### config.mk
export PLATFORM = sky130hd
export DESIGN_NAME = cc_divider
export DESIGN_NICKNAME = d
export VERILOG_FILES = /design/src/rtl/cc_div_pkg.sv /design/src/rtl/cc_div_prep.sv /design/src/rtl/cc_div_core.sv /design/src/rtl/cc_div_result.sv /design/src/rtl/cc_divider.sv
export SDC_FILE = /design/constraint.sdc
export NUM_CORES = 1
export LEC_CHECK = 0
export ABC_AREA = 0
export BUFFER_PORTS_ARGS = -buffer_cell sky130_fd_sc_hd__clkbuf_2
export CELL_PAD_IN_SITES_DETAIL_PLACEMENT = 0
export CELL_PAD_IN_SITES_GLOBAL_PLACEMENT = 1
export CORE_ASPECT_RATIO = 2
export CORE_MARGIN = 1.5
export CORE_UTILIZATION = 45
export DETAILED_ROUTE_END_ITERATION = 8
export PLACE_DENSITY_LB_ADDON = 0.1
export SLEW_MARGIN = 40
export SYNTH_ARGS = -nofsm -noshare
export SYNTH_HDL_FRONTEND = slang
export SYNTH_SLANG_ARGS = --single-unit
### constraint.sdc
create_clock -name clk_i -period 4.6 [get_ports clk_i]
set_clock_uncertainty 0.1 [all_clocks]
set_input_delay 0.23 -clock clk_i [delete_from_list [all_inputs] [get_ports clk_i]]
set_output_delay 0.23 -clock clk_i [all_outputs]
set_load 0.005 [all_outputs]
### src/rtl/cc_div_pkg.sv
package cc_div_pkg;
  typedef enum logic [1:0] {
    SZ_WORD = 2'd0,
    SZ_LONG = 2'd1,
    SZ_QUAD = 2'd2,
    SZ_ALT  = 2'd3
  } div_size_e;

  typedef enum logic [1:0] {
    ST_IDLE = 2'd0,
    ST_RUN  = 2'd1,
    ST_FIN  = 2'd2
  } div_state_e;
endpackage

### src/rtl/cc_div_prep.sv
module cc_div_prep
  import cc_div_pkg::*;
#(
  parameter int W = 32,
  localparam int H = W / 2,
  localparam int CNT_W = $clog2(2 * W + 1)
) (
  input  div_size_e          size_i,
  input  logic               signed_i,
  input  logic [W-1:0]       quo_reg_i,
  input  logic [W-1:0]       rem_reg_i,
  input  logic [W-1:0]       divisor_i,
  output logic [2*W-1:0]     num_o,
  output logic [W-1:0]       den_o,
  output logic [CNT_W-1:0]   steps_o,
  output logic               den_zero_o,
  output logic               neg_q_o,
  output logic               neg_r_o
);
  logic [2*W-1:0] dvd_full, dvd_mag;
  logic [W-1:0]   den_ext;
  logic           dvd_neg, den_neg, quad;

  assign quad = (size_i == SZ_QUAD);

  always_comb begin
    if (quad)          dvd_full = {rem_reg_i, quo_reg_i};
    else if (signed_i) dvd_full = {{W{quo_reg_i[W-1]}}, quo_reg_i};
    else               dvd_full = {{W{1'b0}}, quo_reg_i};
  end

  always_comb begin
    if (size_i == SZ_WORD)
      den_ext = signed_i ? {{(W-H){divisor_i[H-1]}}, divisor_i[H-1:0]}
                         : {{(W-H){1'b0}}, divisor_i[H-1:0]};
    else
      den_ext = divisor_i;
  end

  assign dvd_neg = signed_i & dvd_full[2*W-1];
  assign den_neg = signed_i & den_ext[W-1];
  assign dvd_mag = dvd_neg ? -dvd_full : dvd_full;
  assign den_o   = den_neg ? -den_ext : den_ext;

  // narrow dividends sit in the upper half so W steps leave the quotient low
  assign num_o      = quad ? dvd_mag : {dvd_mag[W-1:0], {W{1'b0}}};
  assign steps_o    = quad ? CNT_W'(2 * W) : CNT_W'(W);
  assign den_zero_o = (den_ext == '0);
  assign neg_q_o    = dvd_neg ^ den_neg;
  assign neg_r_o    = dvd_neg;
endmodule

### src/rtl/cc_div_core.sv
module cc_div_core
  import cc_div_pkg::*;
#(
  parameter int W = 32,
  localparam int CNT_W = $clog2(2 * W + 1)
) (
  input  logic             clk_i,
  input  logic             rst_ni,
  input  logic             load_i,
  input  logic [2*W-1:0]   num_i,
  input  logic [W-1:0]     den_i,
  input  logic [CNT_W-1:0] steps_i,
  output logic             busy_o,
  output logic             fin_o,
  output logic [2*W-1:0]   q_o,
  output logic [W-1:0]     r_o
);
  div_state_e       state;
  logic [2*W-1:0]   acc;
  logic [W-1:0]     rem, den_q, rem_nx;
  logic [W:0]       trial;
  logic [CNT_W-1:0] cnt;
  logic             take;

  assign trial  = {rem, acc[2*W-1]};
  assign take   = (trial >= {1'b0, den_q});
  assign rem_nx = take ? (trial[W-1:0] - den_q) : trial[W-1:0];

  always_ff @(posedge clk_i or negedge rst_ni) begin
    if (!rst_ni) begin
      state <= ST_IDLE;
      acc   <= '0;
      rem   <= '0;
      den_q <= '0;
      cnt   <= '0;
    end else begin
      unique case (state)
        ST_IDLE: if (load_i) begin
          acc   <= num_i;
          den_q <= den_i;
          rem   <= '0;
          cnt   <= steps_i;
          state <= ST_RUN;
        end
        ST_RUN: begin
          rem <= rem_nx;
          acc <= {acc[2*W-2:0], take};
          cnt <= cnt - CNT_W'(1);
          if (cnt == CNT_W'(1)) state <= ST_FIN;
        end
        ST_FIN:  state <= ST_IDLE;
        default: state <= ST_IDLE;
      endcase
    end
  end

  assign busy_o = (state != ST_IDLE);
  assign fin_o  = (state == ST_FIN);
  assign q_o    = acc;
  assign r_o    = rem;

  p_load_idle_r11: assert property (@(posedge clk_i) disable iff (!rst_ni)
    load_i |-> state == ST_IDLE);
  p_run_holds_r10: assert property (@(posedge clk_i) disable iff (!rst_ni)
    (state == ST_RUN && cnt != CNT_W'(1)) |=> state == ST_RUN);
  p_rem_bound_r9: assert property (@(posedge clk_i) disable iff (!rst_ni)
    (state == ST_RUN) |=> rem < den_q);
endmodule

### src/rtl/cc_div_result.sv
module cc_div_result
  import cc_div_pkg::*;
#(
  parameter int W = 32,
  localparam int H = W / 2
) (
  input  logic           clk_i,
  input  logic           rst_ni,
  input  logic           load_i,
  input  logic           dz_i,
  input  div_size_e      size_i,
  input  logic           signed_i,
  input  logic           same_reg_i,
  input  logic           neg_q_i,
  input  logic           neg_r_i,
  input  logic           fin_i,
  input  logic [2*W-1:0] q_mag_i,
  input  logic [W-1:0]   r_mag_i,
  output logic           done_o,
  output logic           dz_o,
  output logic           quo_we_o,
  output logic           rem_we_o,
  output logic [W-1:0]   quo_o,
  output logic [W-1:0]   rem_o,
  output logic           flag_n_o,
  output logic           flag_z_o,
  output logic           flag_v_o,
  output logic           flag_c_o
);
  localparam logic [2*W-1:0] HALF_UMAX = {{(2*W-H){1'b0}}, {H{1'b1}}};
  localparam logic [2*W-1:0] HALF_SMAX = HALF_UMAX >> 1;
  localparam logic [2*W-1:0] HALF_SNEG = HALF_SMAX + 1'b1;
  localparam logic [2*W-1:0] FULL_UMAX = {{W{1'b0}}, {W{1'b1}}};
  localparam logic [2*W-1:0] FULL_SMAX = FULL_UMAX >> 1;
  localparam logic [2*W-1:0] FULL_SNEG = FULL_SMAX + 1'b1;

  div_size_e    size_q;
  logic         sgn_q, same_q, negq_q, negr_q;
  logic         word, ovf;
  logic [W-1:0] q_res, r_res;

  always_ff @(posedge clk_i or negedge rst_ni) begin
    if (!rst_ni) begin
      size_q <= SZ_WORD;
      sgn_q  <= 1'b0;
      same_q <= 1'b0;
      negq_q <= 1'b0;
      negr_q <= 1'b0;
    end else if (load_i) begin
      size_q <= size_i;
      sgn_q  <= signed_i;
      same_q <= same_reg_i;
      negq_q <= neg_q_i;
      negr_q <= neg_r_i;
    end
  end

  assign word = (size_q == SZ_WORD);

  always_comb begin
    if (word)
      ovf = sgn_q ? (q_mag_i > (negq_q ? HALF_SNEG : HALF_SMAX)) : (q_mag_i > HALF_UMAX);
    else
      ovf = sgn_q ? (q_mag_i > (negq_q ? FULL_SNEG : FULL_SMAX)) : (q_mag_i > FULL_UMAX);
  end

  assign q_res = negq_q ? -q_mag_i[W-1:0] : q_mag_i[W-1:0];
  assign r_res = negr_q ? -r_mag_i : r_mag_i;

  always_ff @(posedge clk_i or negedge rst_ni) begin
    if (!rst_ni) begin
      done_o   <= 1'b0;
      dz_o     <= 1'b0;
      quo_we_o <= 1'b0;
      rem_we_o <= 1'b0;
      quo_o    <= '0;
      rem_o    <= '0;
      flag_n_o <= 1'b0;
      flag_z_o <= 1'b0;
      flag_v_o <= 1'b0;
      flag_c_o <= 1'b0;
    end else begin
      done_o   <= fin_i;
      dz_o     <= dz_i;
      quo_we_o <= 1'b0;
      rem_we_o <= 1'b0;
      if (fin_i) begin
        flag_c_o <= 1'b0;
        if (ovf) begin
          flag_v_o <= 1'b1;
          flag_z_o <= 1'b0;
        end else begin
          flag_v_o <= 1'b0;
          quo_we_o <= 1'b1;
          rem_o    <= r_res;
          if (word) begin
            quo_o    <= {r_res[H-1:0], q_res[H-1:0]};
            flag_n_o <= q_res[H-1];
            flag_z_o <= (q_res[H-1:0] == '0);
          end else begin
            quo_o    <= q_res;
            rem_we_o <= ~same_q;
            flag_n_o <= q_res[W-1];
            flag_z_o <= (q_res == '0);
          end
        end
      end
    end
  end

  p_dz_quiet_r1: assert property (@(posedge clk_i) disable iff (!rst_ni)
    dz_o |-> (!done_o && !quo_we_o && !rem_we_o));
  p_dz_flags_r1: assert property (@(posedge clk_i) disable iff (!rst_ni)
    dz_o |-> $stable({flag_n_o, flag_z_o, flag_v_o, flag_c_o}));
  p_carry_clear_r2: assert property (@(posedge clk_i) disable iff (!rst_ni)
    done_o |-> !flag_c_o);
  p_ovf_hold_r4: assert property (@(posedge clk_i) disable iff (!rst_ni)
    (done_o && flag_v_o) |-> (!quo_we_o && !rem_we_o && !flag_z_o
                              && flag_n_o == $past(flag_n_o)));
  p_word_single_r5: assert property (@(posedge clk_i) disable iff (!rst_ni)
    (done_o && word) |-> !rem_we_o);
  p_same_reg_r7: assert property (@(posedge clk_i) disable iff (!rst_ni)
    (done_o && same_q) |-> !rem_we_o);
  p_we_with_done_r10: assert property (@(posedge clk_i) disable iff (!rst_ni)
    (quo_we_o || rem_we_o) |-> done_o);
endmodule

### src/rtl/cc_divider.sv
module cc_divider
  import cc_div_pkg::*;
#(
  parameter int W = 32,
  localparam int CNT_W = $clog2(2 * W + 1)
) (
  input  logic         clk_i,
  input  logic         rst_ni,
  input  logic         start_i,
  input  logic [1:0]   size_i,
  input  logic         signed_i,
  input  logic         same_reg_i,
  input  logic [W-1:0] quo_reg_i,
  input  logic [W-1:0] rem_reg_i,
  input  logic [W-1:0] divisor_i,
  output logic         busy_o,
  output logic         done_o,
  output logic         dz_o,
  output logic         quo_we_o,
  output logic         rem_we_o,
  output logic [W-1:0] quo_o,
  output logic [W-1:0] rem_o,
  output logic         flag_n_o,
  output logic         flag_z_o,
  output logic         flag_v_o,
  output logic         flag_c_o
);
  div_size_e        size;
  logic [2*W-1:0]   num, q_mag;
  logic [W-1:0]     den, r_mag;
  logic [CNT_W-1:0] steps;
  logic             den_zero, neg_q, neg_r, accept, load, dz, fin;

  assign size   = div_size_e'(size_i);
  assign accept = start_i & ~busy_o;
  assign load   = accept & ~den_zero;
  assign dz     = accept & den_zero;

  cc_div_prep #(.W(W)) u_prep (
    .size_i     (size),
    .signed_i   (signed_i),
    .quo_reg_i  (quo_reg_i),
    .rem_reg_i  (rem_reg_i),
    .divisor_i  (divisor_i),
    .num_o      (num),
    .den_o      (den),
    .steps_o    (steps),
    .den_zero_o (den_zero),
    .neg_q_o    (neg_q),
    .neg_r_o    (neg_r)
  );

  cc_div_core #(.W(W)) u_core (
    .clk_i   (clk_i),
    .rst_ni  (rst_ni),
    .load_i  (load),
    .num_i   (num),
    .den_i   (den),
    .steps_i (steps),
    .busy_o  (busy_o),
    .fin_o   (fin),
    .q_o     (q_mag),
    .r_o     (r_mag)
  );

  cc_div_result #(.W(W)) u_result (
    .clk_i      (clk_i),
    .rst_ni     (rst_ni),
    .load_i     (load),
    .dz_i       (dz),
    .size_i     (size),
    .signed_i   (signed_i),
    .same_reg_i (same_reg_i),
    .neg_q_i    (neg_q),
    .neg_r_i    (neg_r),
    .fin_i      (fin),
    .q_mag_i    (q_mag),
    .r_mag_i    (r_mag),
    .done_o     (done_o),
    .dz_o       (dz_o),
    .quo_we_o   (quo_we_o),
    .rem_we_o   (rem_we_o),
    .quo_o      (quo_o),
    .rem_o      (rem_o),
    .flag_n_o   (flag_n_o),
    .flag_z_o   (flag_z_o),
    .flag_v_o   (flag_v_o),
    .flag_c_o   (flag_c_o)
  );

  p_busy_dz_excl_r1: assert property (@(posedge clk_i) disable iff (!rst_ni)
    dz_o |-> !busy_o);
  p_pulse_excl_r10: assert property (@(posedge clk_i) disable iff (!rst_ni)
    $onehot0({done_o, dz_o}));
endmodule

==> flow_metrics.tcl <==
set metrics [dict create \
    run_status "finished clean" \
    synthArstFlopShare 1.000 \
    yosys.cell_types.count 84 \
    first_global_vias 15526 \
    crit_path_cell_trace "dlygate4sd3_1 -> clkbuf_2 -> or4_1 -> or3_1 -> nor4_1 -> o21ai_1 -> nand3_4 -> nor2_1 -> a221oi_1 -> nor2_1" \
    post_synth_most_frequent_cells "nand2_1 (225), dfrtp_1 (214), o21ai_0 (200)" \
    met1_capacity_usage_during_global_routing 0.3088 \
    place_inst 2498 \
    p_switching_mw 1.107 \
    antenna-diode-count 0 \
    routed_wire_length_per_instance_um 22.60 \
    yosys.area_share.simple 0.1933 \
    drv_slew 0 \
    drt_iter0_drc 963 \
    areaGrowthSynthToFinish_pct 14.90 \
    worst_reg2reg_startpoint "u_result.negq_q" \
    nFillCells 3503 \
    routed_wl_um 57930 \
    period_needed_ns 3.933 \
    synth_xor_area_frac 0.09193 \
    total_power_mw 4.324 \
    gr-usage-met3 0.02698 \
    nets 2277 \
    initial_core_util 0.4574 \
    synth.most_common_cell "nand2_1" \
    clock_tree_buf_depth 3 \
    fraction_of_the_mapped_netlist_area_in_compound_gates 0.2116 \
    dr_drc_count 0 \
    cpMaxStageDelayCell "nor4_1" \
    clock-sinks 214 \
    clkTransAtPathRegs_ns 0.07 \
    worstPathArrival_ns 4.23 \
    max_freq_mhz 254.2 \
    via_count 15431 \
    crit_path_max_fanout 44 \
    synth-seq-area-share 0.3326 \
    grt_most_used_layer "met2" \
    rows 97 \
    synth.area.top_cells "dfrtp_1 (33%), o21ai_0 (6.2%), xnor2_1 (5.7%)" \
    setup_violations 0 \
    port_buffers 174 \
    synth.avg_cell_area_um2 8.198 \
    antenna_left 0 \
    dp_hpwl_um 44240 \
    cts_root_buf "clkbuf_16" \
    worstSetupStartpointType "input pin" \
    power.share.switching 0.2560 \
    max-slew-margin-rel 0.4152 \
    yosys_register_bits 214 \
    crit_type "in -> reg" \
    synth_enable_flop_cells 0 \
    drt-vias-per-instance 6.021 \
    logic_gate_share_of_total_power 0.101 \
    die_outline_area_um2 36990 \
    final.period_utilization 0.8551 \
    worst_slew_pin_slew_ns 0.8771 \
    finalHoldWorstSlack_ns 0.02571 \
    grt_usage 0.3141 \
    rsz0062_at_grt "false" \
    synth_largest_type_area_fraction 0.3326 \
    final-instance-count-excl-fill 2563 \
    synth_fa_ha_area_frac 0.05642 \
    synth_top_family_by_area "compound AO/OA/AOI/OAI gates" \
    globalRouteMet2Util 0.5959 \
    final_hold_viol_count 0 \
    gp_congestion 0.9267 \
    synthCells 1964 \
    synth-main-ff-cell "dfrtp_1" \
    power.density_cell_area_nw_per_um2 233.7 \
    die_height_um 270.5 \
    core_area_um2 35200 \
    cts_inserted_buffers 23 \
    cp.buffers_inverters 2 \
    leakage_power_of_the_design_nw 8.319 \
    largest_net_degree_at_the_start_of_global_routing 116 \
    timing.setup.tns_ns 0 \
    grt.overflow.total 0 \
    die_x_um 136.8 \
    number_of_antenna_violations_at_the_first_check_in_global_routing 1 \
    worstHoldStart "quo_reg_i[0]" \
    yosysWarnings 0 \
    seq_power_share 0.435 \
    drv.max_cap_violation_count 0 \
    layout.core_utilization 0.5256 \
    boundaryPins 176 \
    syn-cell-area_um2 16100 \
    crit_top_cell "nor2_1" \
    min-delay-path-class "in -> reg" \
    yosys.area.top_type "dfrtp_1" \
    critical_path_source "divisor_i[8]" \
    tritoncts "built" \
    postSynthNetCount 2139 \
    synth_mux_area_frac 0.06543 \
    clock_insertion_delay_worst_skew_ns 0.53 \
    crit_family "simple AND/OR/NAND/NOR gates" \
    cts-htree-levels 1 \
    pwr-share-clk 0.464 \
    timing.critical_path.slowest_cell_delay_ns 0.61 \
    critPathRequiredTime_ns 4.89 \
    max-vdd-ir-drop_v 0.0002612 \
    layout-drive-gt1-share 0.1605 \
    tritonroute_pass_1_iters 5 \
    intPower_mw 3.217 \
    global_route_wire_length_before_repair_um 88270 \
    crit_end_category "flip-flop" \
]
-- worst min-delay path: cells and delay by family --
kind | cells | cell delay [ns]
compound gates | 2 | 0.27
buf+inv | 1 | 0.12
-- area by class of cell --
type / instances / area (µm²) / area share
Sequential cell: 214 / 5356 / 0.2895
Clock buffer: 33 / 673.1 / 0.03639
Inverter: 75 / 281.5 / 0.01522
Tap cell: 445 / 556.8 / 0.03010
Timing Repair Buffer: 237 / 1481 / 0.08008
Multi-Input combinational cell: 1551 / 10020 / 0.5415
Clock inverter: 8 / 132.6 / 0.007169
-- state kept, by name (all words and copies together), names as in the netlist, 2 cells and up --
signal,cells
u_core.cnt,7
u_core.den_q,32
u_core.q_o,64
u_core.r_o,32
u_core.state,2
u_result.quo_o,32
u_result.rem_o,32
u_result.size_q,2
-- kinds of logic after synthesis --
family / after synthesis
compound gates: 557
simple gates: 654
mux: 98
flops: 214
xor+xnor: 169
fa+ha+maj: 72
other cells: 1
buf+inv: 199
-- worst paths after layout --
kind	slack, ns	endpoint	cells past startpoint
max	0.67	u_core.q_o[31]	10
min	0.03	u_core.q_o[32]	3
max reg2reg	0.79	u_result.rem_o[27]	12
min reg2reg	0.38	u_core.den_q[11]	2
max in group asynchronous	3.32	u_core.r_o[6]	3
min in group asynchronous	0.07	u_core.cnt[2]	2
-- per-stage QoR --
step | instance area (µm²) | setup WS, ns
after floorplan | 16100 | 0.5200
after global placement | 17430 | 0.8621
after detailed placement | 17430 | 0.8342
after CTS | 18470 | 0.8219
after global routing | 18500 | 0.4216
final | 18500 | 0.6666
-- layer usage --
layer,part of all wire,up-vias
met1,0.34,7521
met4,0.082,0
met2,0.55,405
met3,0.031,168
met5,0,-
li1,-,7337
-- power groups by stage --
stage	logic, mW	clock network, mW	registers (mW)
floorplan	0.201	0	1.92
global placement	0.413	0	1.92
detailed placement	0.413	0	1.92
CTS	0.431	2.05	1.88
global route	0.471	2.12	1.88
finish	0.437	2.01	1.88
-- placed cells by master (no fill, tap or decap), drive strengths merged, types with 17 or more instances in the layout --
cell / count
a211oi: 19
a21o: 28
a21oi: 144
buf: 41
clkbuf: 206
dfrtp: 214
dlygate4sd3: 23
ha: 71
inv: 75
mux2: 58
mux2i: 40
nand2: 225
nand2b: 17
nand3: 67
nand4: 24
nor2: 141
nor3: 59
nor4: 35
o21ai: 201
o31ai: 24
or3: 18
xnor2: 105
xor2: 64
-- repair_timing --
action                                 in CTS  in global routing
buffers inserted                            0                  0
resized for setup                           0                  0
hold buffers                               23                  0
endpoints found under the hold margin     121                  0
setup endpoints to repair                   0                  0
No activity file was read; power rests on OpenSTA's default activity.
